`config.mk`:
```
export PLATFORM = sky130hd
export DESIGN_NAME = adc_source_guard
export DESIGN_NICKNAME = d
export VERILOG_FILES = /design/src/rtl/adc_guard_pkg.sv /design/src/rtl/adc_mode_ctrl.sv /design/src/rtl/adc_holdoff_timer.sv /design/src/rtl/adc_valid_tracker.sv /design/src/rtl/adc_source_guard.sv
export SDC_FILE = /design/constraint.sdc
export NUM_CORES = 1
export LEC_CHECK = 0
export CAP_MARGIN = 20
export CORE_AREA = 4 4 77 79
export CTS_BUF_LIST = sky130_fd_sc_hd__clkbuf_4 sky130_fd_sc_hd__clkbuf_8
export CTS_CLUSTER_SIZE = 25
export DETAILED_ROUTE_END_ITERATION = 10
export DIE_AREA = 0 0 81 83
export HOLD_SLACK_MARGIN = 0.06
export PLACE_DENSITY = 0.94
export SYNTH_ARGS = -nofsm -noshare
export SYNTH_HDL_FRONTEND = slang
export SYNTH_SLANG_ARGS = --single-unit
export TNS_END_PERCENT = 30
```
`constraint.sdc`:
```
create_clock -name clk -period 3.5 [get_ports clk]
set_input_delay 0.7 -clock clk [delete_from_list [all_inputs] [get_ports clk]]
set_output_delay 0.7 -clock clk [all_outputs]
set_load 0.03 [all_outputs]
```
`src/rtl/adc_guard_pkg.sv`:
```
package adc_guard_pkg;

    typedef enum logic [1:0] {
        SRC_AN2    = 2'b00,
        SRC_AN1    = 2'b01,
        SRC_DACMON = 2'b10,
        SRC_SELF   = 2'b11
    } src_mode_e;

    typedef enum logic [1:0] {
        OP_MODE_WR = 2'b00,
        OP_MODE_RD = 2'b01,
        OP_RES_RD  = 2'b10,
        OP_RSVD    = 2'b11
    } req_op_e;

    typedef struct packed {
        logic aout_zero;
        logic ext_off;
        logic loopback;
    } route_t;

endpackage

```
`src/rtl/adc_mode_ctrl.sv`:
```
module adc_mode_ctrl
    import adc_guard_pkg::*;
(
    input  logic       clk,
    input  logic       rst_n,
    input  logic       wr_en,
    input  logic [1:0] wr_mode,
    input  logic       guard_ok,
    output logic [1:0] mode,
    output logic       wr_ok,
    output logic       changed
);

    typedef struct packed {
        src_mode_e mode;
    } mode_state_t;

    mode_state_t st_d, st_q;
    src_mode_e   want;
    logic        touches_self;

    always_comb begin
        st_d         = st_q;
        want         = src_mode_e'(wr_mode);
        touches_self = (want != st_q.mode) &&
                       ((want == SRC_SELF) || (st_q.mode == SRC_SELF));
        wr_ok        = !touches_self || guard_ok;
        changed      = wr_en && wr_ok && (want != st_q.mode);
        if (changed) begin
            st_d.mode = want;
        end
    end

    always_ff @(posedge clk or negedge rst_n) begin
        if (!rst_n) begin
            st_q <= '{mode: SRC_AN2};
        end else begin
            st_q <= st_d;
        end
    end

    assign mode = st_q.mode;

    // any transition touching self-test was guarded in the cycle it was taken
    assert_guard_R3: assert property (@(posedge clk) disable iff (!rst_n)
        ((st_q.mode != $past(st_q.mode)) &&
         ((st_q.mode == SRC_SELF) || ($past(st_q.mode) == SRC_SELF)))
        |-> $past(guard_ok));

    // without a write the source does not move
    assert_hold_R2: assert property (@(posedge clk) disable iff (!rst_n)
        !$past(wr_en) |-> $stable(st_q.mode));

endmodule

```
`src/rtl/adc_holdoff_timer.sv`:
```
module adc_holdoff_timer #(
    parameter int unsigned HOLD_CYC = 1000
) (
    input  logic clk,
    input  logic rst_n,
    input  logic restart,
    output logic expired
);

    localparam int unsigned CNT_W = $clog2(HOLD_CYC + 1);
    localparam logic [CNT_W-1:0] LOAD = CNT_W'(HOLD_CYC);

    typedef struct packed {
        logic [CNT_W-1:0] cnt;
    } tmr_state_t;

    tmr_state_t st_d, st_q;

    always_comb begin
        st_d = st_q;
        if (restart) begin
            st_d.cnt = LOAD;
        end else if (st_q.cnt != '0) begin
            st_d.cnt = st_q.cnt - 1'b1;
        end
    end

    always_ff @(posedge clk or negedge rst_n) begin
        if (!rst_n) begin
            st_q <= '{cnt: LOAD};
        end else begin
            st_q <= st_d;
        end
    end

    assign expired = (st_q.cnt == '0);

    // every invalidating event reloads the full window
    assert_reload_R5: assert property (@(posedge clk) disable iff (!rst_n)
        $past(restart) |-> (st_q.cnt == LOAD));

    // without a restart the window shrinks by exactly one per cycle
    assert_count_R5: assert property (@(posedge clk) disable iff (!rst_n)
        (!restart && (st_q.cnt != '0)) |=> (st_q.cnt == $past(st_q.cnt) - 1'b1));

endmodule

```
`src/rtl/adc_valid_tracker.sv`:
```
module adc_valid_tracker (
    input  logic clk,
    input  logic rst_n,
    input  logic invalidate,
    input  logic conv_done,
    input  logic expired,
    output logic valid
);

    typedef struct packed {
        logic valid;
    } vld_state_t;

    vld_state_t st_d, st_q;

    always_comb begin
        st_d = st_q;
        if (invalidate) begin
            st_d.valid = 1'b0;
        end else if (conv_done && expired) begin
            st_d.valid = 1'b1;
        end
    end

    always_ff @(posedge clk or negedge rst_n) begin
        if (!rst_n) begin
            st_q <= '{valid: 1'b0};
        end else begin
            st_q <= st_d;
        end
    end

    assign valid = st_q.valid;

    // the flag only rises on a conversion finishing after the hold-off
    assert_rise_R5: assert property (@(posedge clk) disable iff (!rst_n)
        $rose(st_q.valid) |-> $past(conv_done && expired && !invalidate));

    // an invalidating event always drops the flag
    assert_kill_R6: assert property (@(posedge clk) disable iff (!rst_n)
        invalidate |=> !st_q.valid);

endmodule

```
`src/rtl/adc_source_guard.sv`:
```
module adc_source_guard
    import adc_guard_pkg::*;
#(
    parameter int unsigned CLK_HZ  = 100_000_000,
    parameter int unsigned HOLD_MS = 920,
    parameter int unsigned RES_W   = 16
) (
    input  logic             clk,
    input  logic             rst_n,
    input  logic             req_valid,
    input  logic [1:0]       req_op,
    input  logic [1:0]       req_wdata,
    output logic             rsp_valid,
    output logic             rsp_q,
    output logic [RES_W-1:0] rsp_data,
    input  logic             conv_done,
    input  logic [RES_W-1:0] conv_data,
    input  logic             setpoint_zero,
    input  logic             dac_zero,
    input  logic             ramp_active,
    input  logic             dac_update,
    output logic [1:0]       mode_out,
    output logic             aout_hold_zero,
    output logic             ext_in_isolate,
    output logic             dac_to_adc,
    output logic             data_valid
);

    localparam int unsigned HOLD_CYC = (CLK_HZ / 1000) * HOLD_MS;

    typedef struct packed {
        logic             valid;
        logic             q;
        logic [RES_W-1:0] data;
    } rsp_t;

    req_op_e          op;
    logic             guard_ok;
    logic             mode_wr;
    logic             wr_ok;
    logic             changed;
    logic [1:0]       mode;
    logic             invalidate;
    logic             expired;
    logic             valid;
    logic [RES_W-1:0] res_q;
    rsp_t             rsp_d, rsp_q_r;
    route_t           route;

    assign op       = req_op_e'(req_op);
    assign guard_ok = setpoint_zero && dac_zero && !ramp_active;
    assign mode_wr  = req_valid && (op == OP_MODE_WR);

    adc_mode_ctrl u_mode (
        .clk      (clk),
        .rst_n    (rst_n),
        .wr_en    (mode_wr),
        .wr_mode  (req_wdata),
        .guard_ok (guard_ok),
        .mode     (mode),
        .wr_ok    (wr_ok),
        .changed  (changed)
    );

    // Events that disturb what the converter sees
    always_comb begin
        invalidate = changed;
        if (dac_update && mode[1]) begin
            invalidate = 1'b1;
        end
        if (ramp_active && (src_mode_e'(mode) == SRC_DACMON)) begin
            invalidate = 1'b1;
        end
    end

    adc_holdoff_timer #(
        .HOLD_CYC (HOLD_CYC)
    ) u_timer (
        .clk     (clk),
        .rst_n   (rst_n),
        .restart (invalidate),
        .expired (expired)
    );

    adc_valid_tracker u_valid (
        .clk        (clk),
        .rst_n      (rst_n),
        .invalidate (invalidate),
        .conv_done  (conv_done),
        .expired    (expired),
        .valid      (valid)
    );

    // Conversion word: deliberately outside reset
    always_ff @(posedge clk) begin
        if (conv_done) begin
            res_q <= conv_data;
        end
    end

    // Response path
    always_comb begin
        rsp_d = '0;
        if (req_valid) begin
            rsp_d.valid = 1'b1;
            unique case (op)
                OP_MODE_WR: rsp_d.q = wr_ok;
                OP_MODE_RD: begin
                    rsp_d.q    = 1'b1;
                    rsp_d.data = RES_W'(mode);
                end
                OP_RES_RD: begin
                    rsp_d.q    = valid;
                    rsp_d.data = res_q;
                end
                default: rsp_d.q = 1'b0;
            endcase
        end
    end

    always_ff @(posedge clk or negedge rst_n) begin
        if (!rst_n) begin
            rsp_q_r <= '0;
        end else begin
            rsp_q_r <= rsp_d;
        end
    end

    // Routing switches
    always_comb begin
        route = '0;
        unique case (src_mode_e'(mode))
            SRC_SELF: begin
                route.aout_zero = 1'b1;
                route.ext_off   = 1'b1;
                route.loopback  = 1'b1;
            end
            SRC_DACMON: route.loopback = 1'b1;
            default:    route = '0;
        endcase
    end

    assign rsp_valid      = rsp_q_r.valid;
    assign rsp_q          = rsp_q_r.q;
    assign rsp_data       = rsp_q_r.data;
    assign mode_out       = mode;
    assign aout_hold_zero = route.aout_zero;
    assign ext_in_isolate = route.ext_off;
    assign dac_to_adc     = route.loopback;
    assign data_valid     = valid;

    // each request is answered exactly one cycle later
    assert_rsp_R7: assert property (@(posedge clk) disable iff (!rst_n)
        req_valid |=> rsp_valid);

    // the reserved code is always refused
    assert_rsvd_R7: assert property (@(posedge clk) disable iff (!rst_n)
        (req_valid && (req_op == 2'b11)) |=> (rsp_valid && !rsp_q));

    // output held at 0 V only with the external input disconnected
    assert_route_R4: assert property (@(posedge clk) disable iff (!rst_n)
        aout_hold_zero |-> (ext_in_isolate && dac_to_adc && (mode_out == 2'b11)));

    // a rewrite of the held source leaves the flag alone
    assert_same_R9: assert property (@(posedge clk) disable iff (!rst_n)
        (mode_wr && (req_wdata == mode) && valid && !dac_update && !ramp_active)
        |=> data_valid);

endmodule

```
==> results of run 1 <==
## registers in the layout, indices dropped and copies added (netlist names)
name and count:
rsp_valid 1, u_timer.st_q 27, rsp_q 1, u_mode.mode 2, u_valid.valid 1, res_q 16, rsp_data 16
## critical path: cells and delay by family, from the launching register on
kind	cells	cell delay (ps)
AND/OR/NAND/NOR	4	1980
flip-flops	1	420
AO/OA/AOI/OAI	1	150
## per-layer routing
metal,part of all wire,up-vias,GRT usage
li1,-,999,-
met2,0.50,74,0.339
met4,0.014,0,0.0737
met3,0.059,7,0.0542
met5,0,-,0
met1,0.43,1005,0.264
## through the flow
step	area [µm²]	total power [µW]	cells	hold WS, ps
floorplan	2820	1270	241	404
global placement	3390	1410	358	467
detailed placement	3390	1440	358	480
CTS	3640	2220	374	491
global route	3660	2320	375	210
finish	3660	2210	375	201
## final cells by class
class | count | area (µm²)
timing repair buffer | 53 | 533
tap | 72 | 90.1
sequential | 64 | 1700
inverter | 8 | 30.0
clock inverter | 7 | 120
clock buffer | 9 | 124
fill | 406 | 1680
multi-input combinational | 162 | 1060
## power by group through the flow
stage                     clock network [µW]  registers (µW)  logic, µW
final                                    775             932        504
after global routing                     820             944        554
after CTS                                782             932        503
after detailed placement                   0             943        493
after global placement                     0             935        475
after floorplan                            0             953        312
## cells by family (layout without fill, tap and decap cells)
| group | after synthesis | count (layout) | synth area share |
|---|---|---|---|
| and+or+nand+nor | 99 | 99 | 0.199 |
| DFF | 64 | 64 | 0.602 |
| AOI/OAI and AO/OA | 41 | 41 | 0.0994 |
| buffers and inverters | 15 | 77 | 0.0217 |
| xor gates and xnor gates | 14 | 14 | 0.0435 |
| adders and majority gates | 5 | 5 | 0.0222 |
| muxes | 3 | 3 | 0.0115 |
## worst min path at each step
stage	to	slack, ps	cells past startpoint
2_1_floorplan	rsp_data[0]	400	0
3_3_place_gp	rsp_data[3]	470	1
3_5_place_dp	rsp_data[13]	480	1
4_1_cts	rsp_data[2]	490	1
5_1_grt	u_timer.st_q[13]	210	1
6_report	u_timer.st_q[13]	200	1
## Yosys cell counts (4+ instances only)
cell and n:
ha_1 5, dfrtp_1 34, o21ai_0 12, nor4_1 5
or3_1 4, xor2_1 8, or4_1 4, edfxtp_1 16
nand3_1 5, inv_1 8, dfstp_2 14, nand4_1 4
xnor2_1 6, a21oi_1 8, nor3_1 8, clkbuf_1 5
and3_1 14, nor2_1 19, nand2_1 17
## placed cells by master (no fill, tap or decap), drive strengths merged, types with 3 or more instances in the layout
| cell type | netlist | routed |
|---|---|---|
| edfxtp | 16 | 16 |
| buf | 2 | 3 |
| bufinv | 0 | 3 |
| xor2 | 8 | 8 |
| nand2 | 17 | 17 |
| or4 | 5 | 5 |
| ha | 5 | 5 |
| nor2 | 19 | 19 |
| nand3 | 5 | 5 |
| o211ai | 3 | 3 |
| xnor2 | 6 | 6 |
| and3 | 14 | 14 |
| o21ai | 12 | 12 |
| dfrtp | 34 | 34 |
| clkinv | 0 | 3 |
| or3 | 6 | 6 |
| nand4 | 4 | 4 |
| inv | 8 | 8 |
| nor3 | 8 | 8 |
| and4 | 3 | 3 |
| nor4 | 6 | 6 |
| clkdlybuf4s50 | 0 | 50 |
| dfstp | 14 | 14 |
| a21oi | 8 | 8 |
| clkbuf | 5 | 9 |
==> summary.txt, run 1 <==
ROUTING
-----------------------------------------------------------------------------------------------
Number of search-and-repair iterations in the first detailed-routing pass                     4
Antenna Nets Post-Route                                                                       0
Number of remaining DRC errors                                                                0
Via/cell ratio                                                                             5.56
Total via count in the routed design                                                       2085
Detailed router's first-iteration violation count                                           213
Routed wirelength normalized by instance count                                          17.0 µm
Final wirelength                                                                        6390 µm

SETUP PATH
-----------------------------------------------------------------------------------------------
Slowest cell on the critical path                                                         or4_1
Arrival time of the worst setup path                                                    2890 ps
Worst setup path start                                                             u_timer.st_q[5]
Largest fanout on the critical path                                                           7
Crit Reg-Reg Endpoint                                                              u_timer.st_q[15]
Path depth of the worst reg2reg path                                                          5
Cells traversed along the worst timing path                                        or4_1 > nor3_1 > nand3_1 > and4_2 > o21ai_0
Last element of the critical path                                                  u_timer.st_q[15]
Critical path required time                                                             3760 ps
Highest cell delay on the worst timing path                                              690 ps
Startpoint types                                                                           flop
Worst Setup End Kind                                                                       flop
Worst reg2reg setup slack                                                                880 ps
Worst setup path category                                                               reg2reg
Worst reg2reg startpoint                                                           u_timer.st_q[5]

SYNTH
-----------------------------------------------------------------------------------------------
Number of synthesized flops with an enable pin                                               16
Synth Warn #                                                                                  0
Top flip-flop cell by instance count after synthesis                                    dfrtp_1
Library cell occupying the most area in the post-synthesis netlist                      dfrtp_1
Synthesized flop and latch total                                                             64
Share of the synthesized area in the top cell type                                        0.302
Register area share after synthesis                                                       0.602
Cell area after synthesis                                                              2820 µm²
Post-Syn Nets                                                                               274
Number of cells produced by synthesis                                                       241
Cells taking the most area after synthesis                                         dfrtp_1, edfxtp_1, dfstp_2
Avg Inst Size Synth                                                                    11.7 µm²
Library cells used by synthesis                                                              53
Asr flop ratio synth                                                                      0.750

RUN
-----------------------------------------------------------------------------------------------
Max cap viols                                                                                 0

GLOBAL ROUTE
-----------------------------------------------------------------------------------------------
Global-route total usage across every layer                                               0.208
Overflow after GRT                                                                            0
Global-route wire length before repair                                                 10600 µm
Number of global-route vias before repair                                                  2196
Maximum number of pins on one net before global-route repair                                 49
Initial antenna violation count                                                               0

TIMING
-----------------------------------------------------------------------------------------------
Final worst slack                                                                        878 ps
Unrepaired setup endpoints after global routing                                              no
Max Slew Vio Count                                                                            0
Clk_skew                                                                                7.69 ps
Slew at the pin closest to its max-slew limit                                            740 ps
Final setup vio count                                                                         0
Slew margin rel.                                                                          0.505
Final hold viol count                                                                         0
Final worst path period share                                                             0.749
Fin crit period                                                                         2620 ps
Sum of negative setup slack                                                                0 ps
Max Fclk                                                                                381 MHz

PLACE
-----------------------------------------------------------------------------------------------
Gpl congestion                                                                            0.881
Setup Slack @ Placement                                                                  745 ps
Count of buffers from port buffering                                                         51
Post-detailed-placement half-perimeter wirelength                                       4210 µm

CLOCKING
-----------------------------------------------------------------------------------------------
Clock input transition at the sequential cells of the worst setup and hold paths          70 ps
Library cell used as clock root buffer                                                 clkbuf_8
Clock buffer depth                                                                            2
CTS tree                                                                                  built
Count of clock tree sinks                                                                    64
Hold_buf cts                                                                                  0
Post-CTS sizing                                                                               0
Post-CTS setup-driven buffer insertion count                                                  0
Count of H-tree levels built during CTS                                                       3
Num CTS Buffers                                                                               9
Clock insertion delay at the later pin of the skew report                                340 ps

PWR
-----------------------------------------------------------------------------------------------
Lkg Pwr                                                                              0.00149 µW
Power density relative to cell area                                                  605 nW/µm²
Switch Pwr                                                                               672 µW
Logic gate share of total power                                                           0.228
Flop pwr share                                                                            0.422
Share of total power in the clock network                                                 0.350
Switching power share of the total                                                        0.304
Peak supply drop                                                                         375 µV
Internal Dissipation                                                                    1540 µW

FINAL LAYOUT
-----------------------------------------------------------------------------------------------
Final cell utilization of the core                                                        0.685
Fraction of layout cells with a size suffix above 1                                       0.145
Number of diodes                                                                              0
Layout Area Growth over Synthesis                                                         29.6%
Total number of nets in the final design                                                    331

FLOORPLANNING
-----------------------------------------------------------------------------------------------
Effective utilization at floorplan                                                        0.528
Number of I/O pins                                                                           52
Vertical die dimension                                                                    83 µm
Floorplan core area                                                                    5340 µm²
Die span in x                                                                             81 µm
Die area                                                                               6720 µm²
Std-Cell Rows                                                                                27

MIN PATH
-----------------------------------------------------------------------------------------------
Hold WC Path Type                                                                      in2async

OUTCOME
-----------------------------------------------------------------------------------------------
Run status                                                                         finished, final reports clean

No activity file was read; power rests on OpenSTA's default activity.
==> run 2, diff against run 1 <==
--- a/config.mk
+++ b/config.mk
@@ -6,13 +6,13 @@
 export NUM_CORES = 1
 export LEC_CHECK = 0
 export CAP_MARGIN = 20
-export CORE_AREA = 4 4 77 79
+export CORE_AREA = 4 4 78 80
 export CTS_BUF_LIST = sky130_fd_sc_hd__clkbuf_4 sky130_fd_sc_hd__clkbuf_8
 export CTS_CLUSTER_SIZE = 25
 export DETAILED_ROUTE_END_ITERATION = 10
-export DIE_AREA = 0 0 81 83
+export DIE_AREA = 0 0 82 84
 export HOLD_SLACK_MARGIN = 0.06
-export PLACE_DENSITY = 0.94
+export PLACE_DENSITY = 0.92
 export SYNTH_ARGS = -nofsm -noshare
 export SYNTH_HDL_FRONTEND = slang
 export SYNTH_SLANG_ARGS = --single-unit
==> constraint.sdc (replaced) <==
create_clock -name clk -period 2.6 [get_ports clk]
set_input_delay 0.52 -clock clk [delete_from_list [all_inputs] [get_ports clk]]
set_output_delay 0.52 -clock clk [all_outputs]
set_load 0.03 [all_outputs]
==> run 2 against run 1 <==
  * Non-clock buffer count increased by 6
  * Sequential power increased by 33%
  * Worst setup slack got worse by 690 ps
  * Flip-flop and latch count unchanged
  * Sequential share of layout area decreased by 0.36 points
  * Total power increased by 32%
  * Highest routed layer unchanged
  * First-iteration DRC count decreased by 49%
==> summary.txt, run 2 (synthesis gave the netlist of run 1 again) <==
FLOORPLANNING
-----------------------------------------------------------------------------------------------
Floorplan core area                                                                    5410 µm²   +1.3%
Std-Cell Rows                                                                                27   unchanged
Die span in x                                                                             82 µm   +1.2%
Die area                                                                               6890 µm²   +2.5%
Vertical die dimension                                                                    84 µm   +1.2%
Effective utilization at floorplan                                                        0.522   -0.00660
Number of I/O pins                                                                           52   unchanged

FINAL LAYOUT
-----------------------------------------------------------------------------------------------
Number of diodes                                                                              0   unchanged
Number of fill cells                                                                        387   -4.7%
Total number of nets in the final design                                                    337   +1.8%
Register ranked first by flip-flop count                                           u_timer.st_q
Flip-flop count of the largest register, all copies and words added                          27   unchanged
Commonest non-fill, non-tap cell in the layout                                     clkdlybuf4s50_1
Leading cell types in the layout, fill and taps excluded                           clkdlybuf4s50_1, dfrtp_1, nor2_1
Final cell utilization of the core                                                        0.682   -0.00324
Fraction of layout cells with a size suffix above 1                                       0.162   +0.0166
Layout Area Growth over Synthesis                                                         30.7%

TIMING
-----------------------------------------------------------------------------------------------
Final worst slack                                                                        190 ps   -688 ps
Max Slew Vio Count                                                                            0   unchanged
Unrepaired setup endpoints after global routing                                              no
Slew at the pin closest to its max-slew limit                                            705 ps   -35.7 ps
Fin crit period                                                                         2410 ps   -212 ps
Clk_skew                                                                                9.98 ps   +2.28 ps
Sum of negative setup slack                                                                0 ps   unchanged
Max Fclk                                                                                415 MHz   +8.8%
Slew margin rel.                                                                          0.529   +0.0239
Final hold viol count                                                                         0   unchanged
Final setup vio count                                                                         0   unchanged
Final worst path period share                                                             0.927   +0.178

CLOCKING
-----------------------------------------------------------------------------------------------
Clock input transition at the sequential cells of the worst setup and hold paths          80 ps   about the same
Clock insertion delay at the later pin of the skew report                                350 ps   about the same
Hold_buf cts                                                                                  0   unchanged
Library cell used as clock root buffer                                                 clkbuf_8
Count of clock tree sinks                                                                    64   unchanged
Post-CTS setup-driven buffer insertion count                                                  0   unchanged
Post-CTS sizing                                                                               0   unchanged
Num CTS Buffers                                                                               9   unchanged
Clock buffer depth                                                                            2   unchanged
Count of H-tree levels built during CTS                                                       3   unchanged
CTS tree                                                                                  built

SETUP PATH
-----------------------------------------------------------------------------------------------
Slowest cell on the critical path                                                         or4_1
Worst reg2reg setup slack                                                                190 ps   -690 ps
Crit Reg-Reg Endpoint                                                              u_timer.st_q[25]
Path depth of the worst reg2reg path                                                          5   unchanged
Highest cell delay on the worst timing path                                              690 ps   about the same
Largest fanout on the critical path                                                           6   -1
Worst Setup End Kind                                                                       flop
Arrival time of the worst setup path                                                    2680 ps   -210 ps
Worst setup path category                                                               reg2reg
Worst reg2reg startpoint                                                           u_timer.st_q[5]
Cells traversed along the worst timing path                                        or4_1 > nor4_4 > o211ai_4 > or4b_1 > a21oi_1
Startpoint types                                                                           flop
Critical path required time                                                             2870 ps   -890 ps

ROUTING
-----------------------------------------------------------------------------------------------
Final wirelength                                                                        6130 µm   -4.1%
Routed wirelength normalized by instance count                                          16.1 µm   -5.6%
Total via count in the routed design                                                       2076   -0.43%
Antenna Nets Post-Route                                                                       0   unchanged
Detailed router's first-iteration violation count                                           109   -49%
Number of remaining DRC errors                                                                0   unchanged
Number of search-and-repair iterations in the first detailed-routing pass                     4   unchanged
Via/cell ratio                                                                             5.45   -2.0%

PLACE
-----------------------------------------------------------------------------------------------
Count of buffers from port buffering                                                         51   unchanged
Post-detailed-placement half-perimeter wirelength                                       4390 µm   +4.2%
Setup Slack @ Placement                                                                 33.8 ps   -711 ps
Gpl congestion                                                                            0.841   -4.5%

PWR
-----------------------------------------------------------------------------------------------
Power density relative to cell area                                                  793 nW/µm²   +31%
Peak supply drop                                                                         531 µV   +42%
Lkg Pwr                                                                              0.00152 µW   +1.6%

GLOBAL ROUTE
-----------------------------------------------------------------------------------------------
Global-route total usage across every layer                                               0.200   -0.00806
Number of global-route vias before repair                                                  2201   +0.23%
Initial antenna violation count                                                               0   unchanged
Maximum number of pins on one net before global-route repair                                 27   -45%
Overflow after GRT                                                                            0   unchanged
Global-route wire length before repair                                                 10300 µm   -3.5%

RUN
-----------------------------------------------------------------------------------------------
Max cap viols                                                                                 0   unchanged

MIN PATH
-----------------------------------------------------------------------------------------------
Hold WC Path Type                                                                      in2async

OUTCOME
-----------------------------------------------------------------------------------------------
Run status                                                                         finished, final reports clean

run 2: cell types whose count changed in the layout (fill, tap and decap cells not counted):
cell	previous run	this run
inv_6	0	2
clkinv_4	2	3
clkinv_2	1	0
clkinvlp_4	1	0
bufinv_16	3	2
buf_4	1	7
run 2: worst max path at each step:
stage	slack, ps	cells past startpoint	endpoint	from
floorplan	280	6	u_timer.st_q[25]	u_timer.st_q[5]
global placement	160	8	u_timer.st_q[22]	req_op[0]
detailed placement	30	8	u_timer.st_q[22]	req_op[0]
CTS	190	5	u_timer.st_q[25]	u_timer.st_q[5]
global route	50	5	u_timer.st_q[25]	u_timer.st_q[5]
finish	190	5	u_timer.st_q[25]	u_timer.st_q[5]
run 2: power by group:
group,leakage [µW],internal [µW],switching [µW]
Clock,0.000114,551,423
Combinational,0.000645,302,405
Sequential,0.000759,1150,92.2
run 2: cell type report:
type | instances | area [µm²] | share of cell area
multi-input combinational | 162 | 1060 | 0.288
inverter | 8 | 30.0 | 0.00815
tap | 72 | 90.1 | 0.0244
sequential | 64 | 1700 | 0.461
timing repair buffer | 59 | 578 | 0.157
clock buffer | 9 | 124 | 0.0336
clock inverter | 7 | 104 | 0.0282
run 2: worst max-delay path, delay by kind of cell, from the launching register on:
kind | cells | cell delay [ps]
simple gates | 3 | 1600
flops | 1 | 420
compound gates | 2 | 310
run 2: metal layers:
| metal | part of all wire | GRT usage | wire length [µm] |
|---|---|---|---|
| met4 | 0.021 | 0.0695 | 130 |
| met2 | 0.51 | 0.320 | 3100 |
| met1 | 0.41 | 0.227 | 2500 |
| met3 | 0.064 | 0.0994 | 394 |
| met5 | 0 | 0 | 0 |
run 2: per-stage QoR:
| stage | std cells | power [µW] | hold slack, ps | cell area [µm²] |
|---|---|---|---|---|
| floorplan | 241 | 1700 | 224 | 2820 |
| global placement | 365 | 1930 | 467 | 3460 |
| detailed placement | 365 | 1960 | 480 | 3460 |
| CTS | 381 | 2940 | 150 | 3680 |
| global route | 381 | 3080 | 172 | 3680 |
| finish | 381 | 2920 | 151 | 3680 |
